File: src/rtl/vcm_cmd_pkg.sv
package vcm_cmd_pkg;
  localparam int BYTE_W    = 8;
  localparam int CODE_W    = 10;
  localparam int CODE_HI_W = 6;
  localparam int CODE_LO_W = CODE_W - CODE_HI_W;
  localparam int SLOPE_W   = 3;

  typedef enum logic [1:0] {
    ST_IDLE,
    ST_BITS,
    ST_ACK,
    ST_SKIP
  } rxState_t;

  typedef struct packed {
    logic shiftBit;
    logic keepB1;
    logic keepB2;
    logic commit;
  } rxStrobe_t;
endpackage

File: src/rtl/vcm_cmd_ctrl.sv
module vcm_cmd_ctrl
  import vcm_cmd_pkg::*;
#(
  parameter int SYNC_STAGES = 2,
  parameter int FRAME_BYTES = 4
) (
  input  logic      clk,
  input  logic      chipEn,
  input  logic      scl,
  input  logic      sdaIn,
  input  logic      addrHit,
  output logic      sdaSync,
  output rxStrobe_t strobe,
  output logic      ackDrive
);
  localparam int CNT_W = $clog2(BYTE_W + 1);
  localparam int IDX_W = $clog2(FRAME_BYTES);
  localparam logic [CNT_W-1:0] LAST_BIT  = CNT_W'(BYTE_W);
  localparam logic [IDX_W-1:0] LAST_BYTE = IDX_W'(FRAME_BYTES - 1);

  logic [SYNC_STAGES-1:0] sclChain, sdaChain;
  logic sclPrev, sdaPrev, sclSync;
  logic sclRise, sclFall, startDet, stopDet;
  rxState_t state;
  logic [CNT_W-1:0] bitCnt;
  logic [IDX_W-1:0] byteIdx;

  // idle bus is high on both lines, so the chain resets to ones
  always_ff @(posedge clk or negedge chipEn) begin
    if (!chipEn) begin
      sclChain <= '1;
      sdaChain <= '1;
      sclPrev  <= 1'b1;
      sdaPrev  <= 1'b1;
    end else begin
      sclChain <= {sclChain[SYNC_STAGES-2:0], scl};
      sdaChain <= {sdaChain[SYNC_STAGES-2:0], sdaIn};
      sclPrev  <= sclSync;
      sdaPrev  <= sdaSync;
    end
  end

  assign sclSync  = sclChain[SYNC_STAGES-1];
  assign sdaSync  = sdaChain[SYNC_STAGES-1];
  assign sclRise  = sclSync & ~sclPrev;
  assign sclFall  = ~sclSync & sclPrev;
  assign startDet = sclSync & sclPrev & sdaPrev & ~sdaSync;
  assign stopDet  = sclSync & sclPrev & ~sdaPrev & sdaSync;

  always_ff @(posedge clk or negedge chipEn) begin
    if (!chipEn) begin
      state    <= ST_IDLE;
      bitCnt   <= '0;
      byteIdx  <= '0;
      ackDrive <= 1'b0;
    end else if (startDet) begin
      state    <= ST_BITS;
      bitCnt   <= '0;
      byteIdx  <= '0;
      ackDrive <= 1'b0;
    end else if (stopDet) begin
      state    <= ST_IDLE;
      ackDrive <= 1'b0;
    end else begin
      unique case (state)
        ST_BITS: begin
          if (sclRise && bitCnt < LAST_BIT) bitCnt <= bitCnt + 1'b1;
          if (sclFall && bitCnt == LAST_BIT) begin
            if (byteIdx == '0 && !addrHit) begin
              state <= ST_SKIP;
            end else begin
              state    <= ST_ACK;
              ackDrive <= 1'b1;
            end
          end
        end
        ST_ACK: begin
          if (sclFall) begin
            ackDrive <= 1'b0;
            bitCnt   <= '0;
            if (byteIdx == LAST_BYTE) begin
              state <= ST_SKIP;
            end else begin
              state   <= ST_BITS;
              byteIdx <= byteIdx + 1'b1;
            end
          end
        end
        default: ;
      endcase
    end
  end

  always_comb begin
    strobe          = '0;
    strobe.shiftBit = (state == ST_BITS) && sclRise && (bitCnt < LAST_BIT);
    strobe.keepB1   = (state == ST_BITS) && sclFall && (bitCnt == LAST_BIT)
                      && (byteIdx == IDX_W'(1));
    strobe.keepB2   = (state == ST_BITS) && sclFall && (bitCnt == LAST_BIT)
                      && (byteIdx == IDX_W'(2));
    strobe.commit   = (state == ST_ACK) && sclFall && (byteIdx == LAST_BYTE);
  end

  AST_ACK_RELEASE: assert property (@(posedge clk) disable iff (!chipEn)
    (ackDrive && sclFall && !startDet && !stopDet) |=> !ackDrive);
  AST_ACK_ONLY_ON_MATCH: assert property (@(posedge clk) disable iff (!chipEn)
    ($rose(ackDrive) && byteIdx == '0) |-> addrHit);
  AST_EVENT_DROPS_ACK: assert property (@(posedge clk) disable iff (!chipEn)
    (startDet || stopDet) |=> !ackDrive);
endmodule

File: src/rtl/vcm_cmd_data.sv
module vcm_cmd_data
  import vcm_cmd_pkg::*;
#(
  parameter logic [6:0] DEV_ADDR = 7'h33
) (
  input  logic               clk,
  input  logic               chipEn,
  input  logic               sdaSync,
  input  rxStrobe_t          strobe,
  output logic               addrHit,
  output logic               powerDown,
  output logic [CODE_W-1:0]  currentCode,
  output logic [SLOPE_W-1:0] stepSize,
  output logic [SLOPE_W-1:0] stepTime,
  output logic               commitPulse
);
  localparam logic [BYTE_W-1:0] WRITE_HEADER = {DEV_ADDR, 1'b0};

  logic [BYTE_W-1:0]    shiftReg;
  logic                 keepPd;
  logic [CODE_HI_W-1:0] keepCodeHi;
  logic [CODE_LO_W-1:0] keepCodeLo;

  assign addrHit = (shiftReg == WRITE_HEADER);

  always_ff @(posedge clk or negedge chipEn) begin
    if (!chipEn) begin
      shiftReg   <= '0;
      keepPd     <= 1'b0;
      keepCodeHi <= '0;
      keepCodeLo <= '0;
    end else begin
      if (strobe.shiftBit) shiftReg <= {shiftReg[BYTE_W-2:0], sdaSync};
      if (strobe.keepB1) begin
        keepPd     <= shiftReg[BYTE_W-1];
        keepCodeHi <= shiftReg[CODE_HI_W-1:0];
      end
      if (strobe.keepB2) keepCodeLo <= shiftReg[BYTE_W-1 -: CODE_LO_W];
    end
  end

  // committed copy: all fields land on the same edge
  always_ff @(posedge clk or negedge chipEn) begin
    if (!chipEn) begin
      powerDown   <= 1'b0;
      currentCode <= '0;
      stepSize    <= '0;
      stepTime    <= '0;
      commitPulse <= 1'b0;
    end else begin
      commitPulse <= strobe.commit;
      if (strobe.commit) begin
        powerDown   <= keepPd;
        currentCode <= {keepCodeHi, keepCodeLo};
        stepSize    <= shiftReg[BYTE_W-1 -: SLOPE_W];
        stepTime    <= shiftReg[BYTE_W-1-SLOPE_W -: SLOPE_W];
      end
    end
  end

  AST_ATOMIC_UPDATE: assert property (@(posedge clk) disable iff (!chipEn)
    !$stable({powerDown, currentCode, stepSize, stepTime}) |-> commitPulse);
  AST_PULSE_SINGLE: assert property (@(posedge clk) disable iff (!chipEn)
    commitPulse |=> !commitPulse);
  AST_CLEAR_ON_ENABLE: assert property (@(posedge clk)
    $rose(chipEn) |-> (currentCode == '0 && !powerDown && stepSize == '0
                       && stepTime == '0 && !commitPulse));
endmodule

File: src/rtl/vcm_cmd_rx.sv
module vcm_cmd_rx
  import vcm_cmd_pkg::*;
#(
  parameter logic [6:0] DEV_ADDR    = 7'h33,
  parameter int         SYNC_STAGES = 2
) (
  input  logic         clk,
  input  logic         chipEn,
  input  logic         scl,
  input  logic         sdaIn,
  output logic         sdaPullLow,
  output logic         powerDown,
  output logic [9:0]   currentCode,
  output logic [2:0]   stepSize,
  output logic [2:0]   stepTime,
  output logic         commitPulse
);
  localparam int FRAME_BYTES = 4;

  rxStrobe_t strobe;
  logic sdaSync, addrHit;

  vcm_cmd_ctrl #(.SYNC_STAGES(SYNC_STAGES), .FRAME_BYTES(FRAME_BYTES)) i_ctrl (
    .clk(clk), .chipEn(chipEn), .scl(scl), .sdaIn(sdaIn), .addrHit(addrHit),
    .sdaSync(sdaSync), .strobe(strobe), .ackDrive(sdaPullLow)
  );

  vcm_cmd_data #(.DEV_ADDR(DEV_ADDR)) i_data (
    .clk(clk), .chipEn(chipEn), .sdaSync(sdaSync), .strobe(strobe),
    .addrHit(addrHit), .powerDown(powerDown), .currentCode(currentCode),
    .stepSize(stepSize), .stepTime(stepTime), .commitPulse(commitPulse)
  );
endmodule

File: config.mk
export PLATFORM = sky130hd
export DESIGN_NAME = vcm_cmd_rx
export DESIGN_NICKNAME = d
export VERILOG_FILES = /design/src/rtl/vcm_cmd_pkg.sv /design/src/rtl/vcm_cmd_ctrl.sv /design/src/rtl/vcm_cmd_data.sv /design/src/rtl/vcm_cmd_rx.sv
export SDC_FILE = /design/constraint.sdc
export NUM_CORES = 1
export LEC_CHECK = 0
export BUFFER_PORTS_ARGS = -buffer_cell sky130_fd_sc_hd__buf_2
export CAP_MARGIN = 15
export CORE_AREA = 3 3 85 87
export CTS_BUF_LIST = sky130_fd_sc_hd__clkbuf_4
export CTS_CLUSTER_DIAMETER = 60
export DETAILED_ROUTE_END_ITERATION = 16
export DIE_AREA = 0 0 88 90
export PLACE_DENSITY = 0.53
export SKIP_LAST_GASP = 1
export SYNTH_ARGS = -nofsm -noshare
export SYNTH_HDL_FRONTEND = slang
export SYNTH_SLANG_ARGS = --single-unit
export TNS_END_PERCENT = 5
File: constraint.sdc
create_clock -name clk -period 3.2 [get_ports clk]
set_input_delay 0.16 -clock clk [delete_from_list [all_inputs] [get_ports clk]]
set_output_delay 0.16 -clock clk [all_outputs]
set_load 0.02 [all_outputs]
After elaboration in Yosys (flattened, before gate mapping)

Index checks and enable logic that the tools add are counted.

Bits in registers: 52
Input bits: 4
Output and inout bits: 19

Mux-type cells: 23
Order comparisons: 1
Bitwise operators: 11
Reduce and logical (&&, ||, !) cells: 21
Equality and inequality tests: 14
Add/sub/neg operators: 2

Operators by type and width:

| cell                  | number |
|---|---|
| $mux W2               | 10 |
| $mux W4               | 4 |
| $reduce_and A4 Y1     | 3 |
| $logic_and A1 B1 Y1   | 11 |
| $eq A8 B7 Y1 const B  | 1 |
| $ne A4 B1 Y1 const B  | 2 |
| $pmux W4 S2           | 1 |
| $and A1 B1 Y1         | 7 |
| $eq A2 B2 Y1 const B  | 3 |
| $mux W1               | 6 |
| $ne A3 B1 Y1 const B  | 2 |
| $add A4 B1 Y4 const B | 1 |
| $eq A2 B1 Y1 const B  | 2 |
| $eq A4 B4 Y1 const B  | 1 |
| $lt A4 B4 Y1 const B  | 1 |
| $ne A2 B1 Y1 const B  | 2 |
| $ne A4 B2 Y1 const B  | 1 |
| $not A1 Y1            | 4 |
| $pmux W2 S2           | 1 |
| $reduce_bool A2 Y1    | 2 |
| $reduce_bool A4 Y1    | 1 |
| $reduce_and A3 Y1     | 1 |
| $reduce_bool A3 Y1    | 1 |
| $add A2 B1 Y2 const B | 1 |
| 3 further kinds       | 3 |

Depth between registers and ports, before layout

Gate-level depths: netlist of the first run.

Depth after elaboration: 8
Depth in mapped cells: 7

Modules after synthesis

Synthesis of the first run repeated with hierarchy kept, for this count alone.

Cells, all modules: 162
Area total of the unflattened synthesis: 2227.1 um^2

By module, submodules not included:

| module       | seq. area each (um^2) | area an instance (um^2) | cells an instance | times used |
|---|---|---|---|---|
| vcm_cmd_data | 925.9                 | 1380.1                  | 80                | 1 |
| vcm_cmd_ctrl | 382.9                 | 847.1                   | 82                | 1 |

Least setup slack after synthesis of the first run

OpenSTA, ideal clock, no wires.

Path type: flip-flop to flip-flop
Start: reg i_ctrl.state[0]
End: reg i_ctrl.bitCnt[0]
Setup time: 0.125 ns
Slack: 1.516 ns
Arrival time: 1.559 ns
Buffers on the path: 1
Stages on the path, launching flop included: 8
Path through: dfrtp_1 > inv_1 > ha_1 > clkbuf_1 > nor2_1 > a211oi_4 > nor3_2 > mux2_4

Word-level cells in the longest chain between the ends: 4
Elaborated cells between the ends (all ways): 9

Ends and longest elaborated chain:

| element                                             | RTL line           | source |
|---|---|---|
| from (decl)                                         | vcm_cmd_ctrl.sv:24 | `rxState_t state;` |
| from (signal assigned)                              | vcm_cmd_ctrl.sv:52 | `state <= ST_IDLE;` |
| from (signal assigned)                              | vcm_cmd_ctrl.sv:57 | `state <= ST_BITS;` |
| from (signal assigned)                              | vcm_cmd_ctrl.sv:62 | `state <= ST_IDLE;` |
| $eq A2 B2 Y1 / $eq A2 B1 Y1 (equally long branches) | vcm_cmd_ctrl.sv:65 | `unique case (state)` |
| $pmux W4 S2                                         | vcm_cmd_ctrl.sv:65 |  |
| $mux W4                                             | vcm_cmd_ctrl.sv:61 | `end else if (stopDet) begin` |
| $mux W4                                             | vcm_cmd_ctrl.sv:56 | `end else if (startDet) begin` |
| to (signal assigned)                                | vcm_cmd_ctrl.sv:67 | `if (sclRise && bitCnt < LAST_BIT) bitCnt <= bitCnt + 1'b1;` |
| to (decl)                                           | vcm_cmd_ctrl.sv:25 | `logic [CNT_W-1:0] bitCnt;` |

Several ways; a longest one is shown, not always the timed one. The select of a mux whose other input is x is not followed.
A chain may end at the register's enable or synchronous reset.

Worst setup path in the final report of the first run

Start: reg i_ctrl.sclChain[1]
End: reg i_ctrl.bitCnt[3]

Word-level cells in the longest chain between the ends: 5
Elaborated cells between the ends (all ways): 15

Ends and longest elaborated chain:

| element                                        | RTL line                               | source |
|---|---|---|
| from (decl)                                    | vcm_cmd_ctrl.sv:21                     | `logic [SYNC_STAGES-1:0] sclChain, sdaChain;` |
| from (signal assigned)                         | vcm_cmd_ctrl.sv:36                     | `sclChain <= {sclChain[SYNC_STAGES-2:0], scl};` |
| $and A1 B1 Y1                                  | vcm_cmd_ctrl.sv:47, vcm_cmd_ctrl.sv:48 |  |
| $and A1 B1 Y1 (on tied branches) (2 in a row)  | vcm_cmd_ctrl.sv:47, vcm_cmd_ctrl.sv:48 |  |
| $ne A3 B1 Y1 (no line) (tied with other cells) | -                                      |  |
| $reduce_and A4 Y1 (no line)                    | -                                      |  |

Several ways; a longest one is shown, not always the timed one.

==> results of run 1 <==
-- layer usage --
| metal | global-route usage | vias to the layer above |
|---|---|---|
| met3 | 0.02925 | 4 |
| met1 | 0.1435 | 695 |
| li1 | - | 648 |
| met5 | 0 | - |
| met4 | 0.02941 | 0 |
| met2 | 0.1815 | 16 |
-- area by class of cell --
type                            instances  area [µm²]
Timing Repair Buffer                   27       167.7
Fill cell                             607        3849
Inverter                               12       45.04
Clock buffer                            6       45.04
Sequential cell                        52        1309
Clock inverter                          2       11.26
Tap cell                               77       96.34
Multi-Input combinational cell         98       899.6
-- state kept, by name (all words and copies together), names as in the netlist --
register / flops
i_data.currentCode: 10
i_data.shiftReg: 8
i_data.keepCodeHi: 6
i_ctrl.bitCnt: 4
i_data.keepCodeLo: 4
i_data.stepSize: 3
i_data.stepTime: 3
i_ctrl.byteIdx: 2
i_ctrl.sclChain: 2
i_ctrl.sdaChain: 2
i_ctrl.state: 2
i_ctrl.ackDrive: 1
i_ctrl.sclPrev: 1
i_ctrl.sdaPrev: 1
i_data.commitPulse: 1
i_data.keepPd: 1
i_data.powerDown: 1
-- cell usage in the layout, fill, tap and decap left out, types with 3 or more instances in the layout --
master and n:
nor2_1 8, mux2_1 7, dfrtp_1 46, a211oi_1 3, nand2b_1 4, inv_1 12, dlygate4sd3_1 3, clkbuf_4 6
ha_1 8, buf_2 22, dfstp_2 6, mux2_2 30, nand2_1 3, a21oi_1 3
-- stage by stage --
stage	hold WS, ns	instances	utilization
after global placement	0.2663	262	0.3842
after detailed placement	0.2662	262	0.3842
final	0.2322	274	0.4007
after CTS	0.007334	272	0.3961
after global routing	0.2512	274	0.4007
after floorplan	-0.1356	166	-
-- kinds of logic after synthesis --
logic type | Yosys count
flip-flops | 52
AND/OR/NAND/NOR | 35
multiplexers | 39
adder cells (fa/ha/maj) | 8
buffers and inverters | 16
XOR/XNOR | 1
AO/OA/AOI/OAI | 15
-- power by group through the flow --
stage	Clock, W	Combinational [W]	Sequential [W]
6_report	0.000281	0.000514	0.000864
5_1_grt	0.000329	0.000587	0.000883
4_1_cts	0.000300	0.000517	0.000866
3_5_place_dp	0	0.000514	0.000878
3_3_place_gp	0	0.000498	0.000874
2_1_floorplan	0	0.000402	0.000852
-- path summary, 6_finish.rpt --
check	from	endpoint	slack (ns)	cells after the start
worst max-delay path	i_ctrl.sclChain[1]	i_ctrl.bitCnt[3]	1.36	4
worst min-delay path	chipEn	i_data.keepCodeHi[2]	0.23	2
worst max register to register	i_ctrl.sclChain[1]	i_ctrl.bitCnt[3]	1.36	4
worst min register to register	i_ctrl.sclChain[0]	i_ctrl.sclChain[1]	0.37	0
max in group asynchronous	chipEn	i_data.powerDown	2.47	3
min in group clk	i_ctrl.sclChain[0]	i_ctrl.sclChain[1]	0.37	0
-- timing repair --
item / in CTS / in global routing
hold endpoints to repair: 2 / 11
hold buffers: 2 / 1
gates resized for setup: 0 / 0
==> summary.txt, run 1 <==
Worst setup path
  – CP max-delay cell: dfstp_2
  – Worst EP required: 3.43 ns
  – Slowest cell delay on critical path: 0.61 ns
  – Buf/Inv on CP: 0
  – Critical path type: reg -> reg
  – Critical path peak fanout: 9
  – CP Capture Type: flop
  – Worst path top cell family by delay: flip-flops
  – CP cell instances: and4b_1 > nor2_1 > a2111oi_0 > o22ai_1
  – Data arrival time of the worst path: 2.07 ns
  – Critical Path Start Type: flop

Timing
  – Final setup fails: 0
  – RSZ-0062 raised after global routing: no
  – Setup Skew: 0.007501 ns
  – Setup TNS: 0 ns
  – Max Clk Rate: 543.3 MHz
  – Part of the cycle the worst path needs: 0.5752
  – Post-layout worst setup margin: 1.359 ns
  – Minimum clock period: 1.841 ns
  – Slew at the pin with the worst max-slew slack: 0.4388 ns
  – Hold Vio Cnt, Final: 0
  – Relative slew slack: 0.7075
  – Max-slew violations: 0

Floorplanning
  – Initial Utilization: 0.3552
  – Chip height: 90 µm
  – Die Area: 7920 µm²
  – Std cell rows: 29
  – CORE AREA: 6422 µm²
  – Die Wd: 88 µm
  – # IOs: 23

Power
  – Leak pwr: 1.311 nW
  – Total power: 0.001659 W
  – Comb pwr share: 0.310
  – Int Pwr: 0.001091 W
  – Maximum VDD drop: 0.2273 mV
  – Pwr/cell area: 644.6 nW/µm²
  – Sw frac: 0.3426
  – Switching power: 0.0005683 W
  – Clk pwr share: 0.169
  – Seq pwr share: 0.521

Routing
  – Met2 WL post-DR: 2010 µm
  – Wirelength, routed: 3991 µm
  – Pre-antenna DRT Iters: 4
  – Metal3 WL: 118 µm
  – Via-to-Cell Ratio: 4.974
  – Post-detailed-route count of antenna-violating nets: 0
  – Per-cell routed wire length: 14.57 µm
  – DR vias: 1363
  – First DRT Iteration DRCs: 58
  – M1 wire length: 1823 µm
  – Highest metal layer with signal wires: met4
  – # DRC: 0

Placed design
  – Count of input and output buffers: 22
  – Post-Place Worst Slack: 1.364 ns
  – DP Wirelength: 2876 µm
  – Final GP Congestion: 0.7864
  – Dpl cell area: 2467 µm²

Finish
  – Area delta synth->final: 12.84%
  – Share of layout cells above drive strength 1: 0.3706
  – Nets: 208
  – Final Cell Area: 2574 µm²
  – Ant diodes: 0

Synthesis
  – #FFs+latches synth: 52
  – Syn nets: 178
  – Post-synthesis adder-cell area fraction: 0.04388
  – Largest family of logic cells by synthesized area: multiplexers
  – Mux contribution to synthesized area: 0.1936
  – Most instantiated library cell after synthesis: dfrtp_1
  – Mapped cell area: 2281 µm²
  – Synth area leader: dfrtp_1
  – Top cells by count, synth: dfrtp_1, mux2_2, inv_1
  – Ys Warns: 0
  – Cells after Synth: 166
  – Post-Synth Simple-Gate Area: 0.09984
  – Number of synthesized flops with an enable pin: 0
  – Top cells by area, synth: dfrtp_1, mux2_2, dfstp_2, ha_1, mux2_1
  – Distinct cell type count after synthesis: 41
  – Post-synthesis xor/xnor area fraction: 0.003840
  – Commonest register cell after synthesis: dfrtp_1
  – Register area share after synthesis: 0.5738
  – Share of the synthesized area in the top cell type: 0.5047
  – Syn_area_per_cell: 13.74 µm²
  – Share of flip-flops with an asynchronous set or reset: 1.000
  – Synth Area in Compound Gates: 0.05321

GRT
  – Vias in the first global route: 1468
  – All-Layer GR Usage: 0.1108
  – Remaining Overflow, GRT: 0
  – Largest net degree at the start of global routing: 50
  – First-pass GRT wire length: 7058 µm
  – Initial antenna violation count: 0

Clocking
  – CTS tree: built
  – Root Buffer: clkbuf_4
  – Setup repair bufs after CTS: 0
  – Clock slew seen by the registers of the worst setup and hold paths: 0.14 ns
  – H-tree levels: 2
  – Num CTS Buffers: 5
  – Clock Sinks: 52
  – CTS Buffer Depth: 2
  – Clock insertion delay at the later pin of the skew report: 0.35 ns

Status
  – Status: finished clean

Flow run
  – Max cap viols: 0

Hold path
  – Hold WC Path Type: in -> async
No activity file was read; power rests on OpenSTA's default activity.
==> run 2: changes to the inputs <==
==> constraint.sdc (replaced) <==
create_clock -name clk -period 1.7 [get_ports clk]
set_input_delay 0.085 -clock clk [delete_from_list [all_inputs] [get_ports clk]]
set_output_delay 0.085 -clock clk [all_outputs]
set_load 0.02 [all_outputs]
==> summary.txt, run 2 (same netlist as run 1, synthesis figures left out) <==
Power
  – Pwr/cell area: 1284 nW/µm² (+99%)
  – Maximum VDD drop: 0.6663 mV (+190%)
  – Leak pwr: 1.402 nW (+7.0%)

Timing
  – Hold slack: 0.2327 ns (+0.0004440 ns)
  – Final setup fails: 1 (+1)
  – Hold Vio Cnt, Final: 0 (unchanged)
  – Max Clk Rate: 586.8 MHz (+8.0%)
  – Setup Skew: 0.01486 ns (+0.007358 ns)
  – Relative slew slack: 0.7419 (+0.03446)
  – Slew at the pin with the worst max-slew slack: 0.3774 ns (-0.06145 ns)
  – Minimum clock period: 1.704 ns (-0.1366 ns)
  – Post-layout worst setup margin: -0.004095 ns (-1.363 ns)
  – Part of the cycle the worst path needs: 1.002 (+0.4272)
  – RSZ-0062 raised after global routing: yes
  – Max-slew violations: 0 (unchanged)

Worst setup path
  – Worst EP required: 1.97 ns (-1.46 ns)
  – Critical path type: reg -> reg
  – Data arrival time of the worst path: 1.97 ns (-0.10 ns)
  – Critical Path Start Type: flop
  – Worst path top cell family by delay: flip-flops
  – CP cell instances: and2b_2 > a211oi_4 > nor3_2 > mux2_4
  – CP max-delay cell: dfstp_2
  – Slowest cell delay on critical path: 0.60 ns (about the same)
  – Critical path peak fanout: 5 (-4)
  – CP Capture Type: flop
  – Buf/Inv on CP: 0 (unchanged)

GRT
  – All-Layer GR Usage: 0.1154 (+0.004609)
  – Initial antenna violation count: 0 (unchanged)
  – Largest net degree at the start of global routing: 29 (-42%)
  – Remaining Overflow, GRT: 0 (unchanged)
  – First-pass GRT wire length: 7224 µm (+2.4%)
  – Vias in the first global route: 1505 (+2.5%)

Floorplanning
  – Chip height: 90 µm (unchanged)
  – Die Area: 7920 µm² (unchanged)
  – CORE AREA: 6422 µm² (unchanged)
  – Std cell rows: 29 (unchanged)
  – Die Wd: 88 µm (unchanged)
  – Initial Utilization: 0.3552 (unchanged)
  – # IOs: 23 (unchanged)

Finish
  – Share of layout cells above drive strength 1: 0.4601 (+0.08954)
  – Ant diodes: 0 (unchanged)
  – Finished Layout Cells: 290 (+5.8%)
  – Biggest regs: i_data.currentCode x10, i_data.shiftReg x8, i_data.keepCodeHi x6
  – Max reg flops: 10 (unchanged)
  – Nets: 224 (+7.7%)
  – Area delta synth->final: 20.90%
  – Most flops, register: i_data.currentCode
  – Commonest non-fill, non-tap cell in the layout: dfrtp_1
  – Commonest cells after routing, fill and taps aside: dfrtp_1, mux2_2, buf_2, buf_4, inv_1
  – Number of fillers in the final layout: 610 (+0.49%)

Clocking
  – H-tree levels: 2 (unchanged)
  – Num CTS Buffers: 5 (unchanged)
  – CTS Buffer Depth: 2 (unchanged)
  – Clock slew seen by the registers of the worst setup and hold paths: 0.15 ns (about the same)
  – Root Buffer: clkbuf_4
  – Clock insertion delay at the later pin of the skew report: 0.37 ns (+0.02 ns)
  – Clock Sinks: 52 (unchanged)
  – CTS tree: built

Routing
  – DR vias: 1404 (+3.0%)
  – Via-to-Cell Ratio: 4.841 (-2.7%)
  – Pre-antenna DRT Iters: 4 (unchanged)
  – # DRC: 0 (unchanged)
  – Post-detailed-route count of antenna-violating nets: 0 (unchanged)
  – Per-cell routed wire length: 14.74 µm (+1.2%)
  – First DRT Iteration DRCs: 65 (+12%)
  – Wirelength, routed: 4275 µm (+7.1%)

Status
  – Status: finished with violations
  – Failing checks: setup timing

Hold path
  – Hold WC Path Type: in -> async

Placed design
  – DP Wirelength: 3070 µm (+6.8%)
  – Final GP Congestion: 0.8439 (+7.3%)
  – Count of input and output buffers: 22 (unchanged)
  – Dpl cells: 278 (+6.1%)

Flow run
  – Max cap viols: 0 (unchanged)
==> run 2: power by group <==
group / internal [W] / switching (W)
Sequential: 0.00143 / 0.000162
Combinational: 0.000609 / 0.000642
Clock: 0.000307 / 0.000388
Total: 0.00235 / 0.00119
==> run 2: what timing repair did <==
| action | 4_1_cts | 5_1_grt |
|---|---|---|
| gates cloned | 0 | 0 |
| hold buffers | 3 | 0 |
| buffers inserted | 0 | 1 |
| endpoints found under the setup margin | 3 | 15 |
| resized for setup | 2 | 8 |
| pin swaps | 2 | 1 |
| hold endpoints to repair | 54 | 0 |
==> run 2: path summary, 6_finish.rpt <==
check	start	endpoint	slack, ns	cells after the start
min in group clk	scl	i_ctrl.sclChain[0]	0.34	2
hold reg to reg	i_ctrl.sdaChain[0]	i_ctrl.sdaChain[1]	0.37	0
setup / recovery	i_ctrl.sclChain[1]	i_ctrl.bitCnt[0]	-0.004	4
hold / removal	chipEn	i_data.shiftReg[0]	0.23	3
setup reg to reg	i_ctrl.sclChain[1]	i_ctrl.bitCnt[0]	-0.004	4
max in group asynchronous	chipEn	i_ctrl.sclPrev	1.18	3
==> run 2: area by class of cell <==
type	instances	area, µm²	share of cell area
Clock inverter	3	42.54	0.01543
Timing Repair Buffer	43	287.8	0.1044
Inverter	12	45.04	0.01633
Sequential cell	52	1309	0.4746
Clock buffer	5	37.54	0.01361
Multi-Input combinational cell	98	939.7	0.3407
Tap cell	77	96.34	0.03494
==> run 2: tightest hold or removal path, delay by kind of cell <==
family                 cells  cell delay, ns
buffers and inverters      3            0.93
==> run 2: metal layers <==
| layer | part of all wire | up-vias | track usage |
|---|---|---|---|
| met5 | 0 | - | 0 |
| met4 | 0.016 | 0 | 0.04220 |
| met3 | 0.027 | 8 | 0.02559 |
| met2 | 0.50 | 16 | 0.1809 |
| met1 | 0.46 | 699 | 0.1550 |
| li1 | - | 681 | - |
==> run 2: metrics by stage <==
| stage | TNS [ns] | area [µm²] | util | worst slack (ns) | total power (W) |
|---|---|---|---|---|---|
| 2_1_floorplan | 0 | 2281 | - | 0.01575 | 0.002361 |
| 3_3_place_gp | 0 | 2600 | 0.4048 | 0.04733 | 0.002681 |
| 3_5_place_dp | -0.06962 | 2600 | 0.4048 | -0.04946 | 0.002744 |
| 4_1_cts | -0.01466 | 2715 | 0.4228 | -0.01466 | 0.003480 |
| 5_1_grt | -0.1909 | 2758 | 0.4294 | -0.05162 | 0.003786 |
| 6_report | -0.004095 | 2758 | 0.4294 | -0.004095 | 0.003541 |
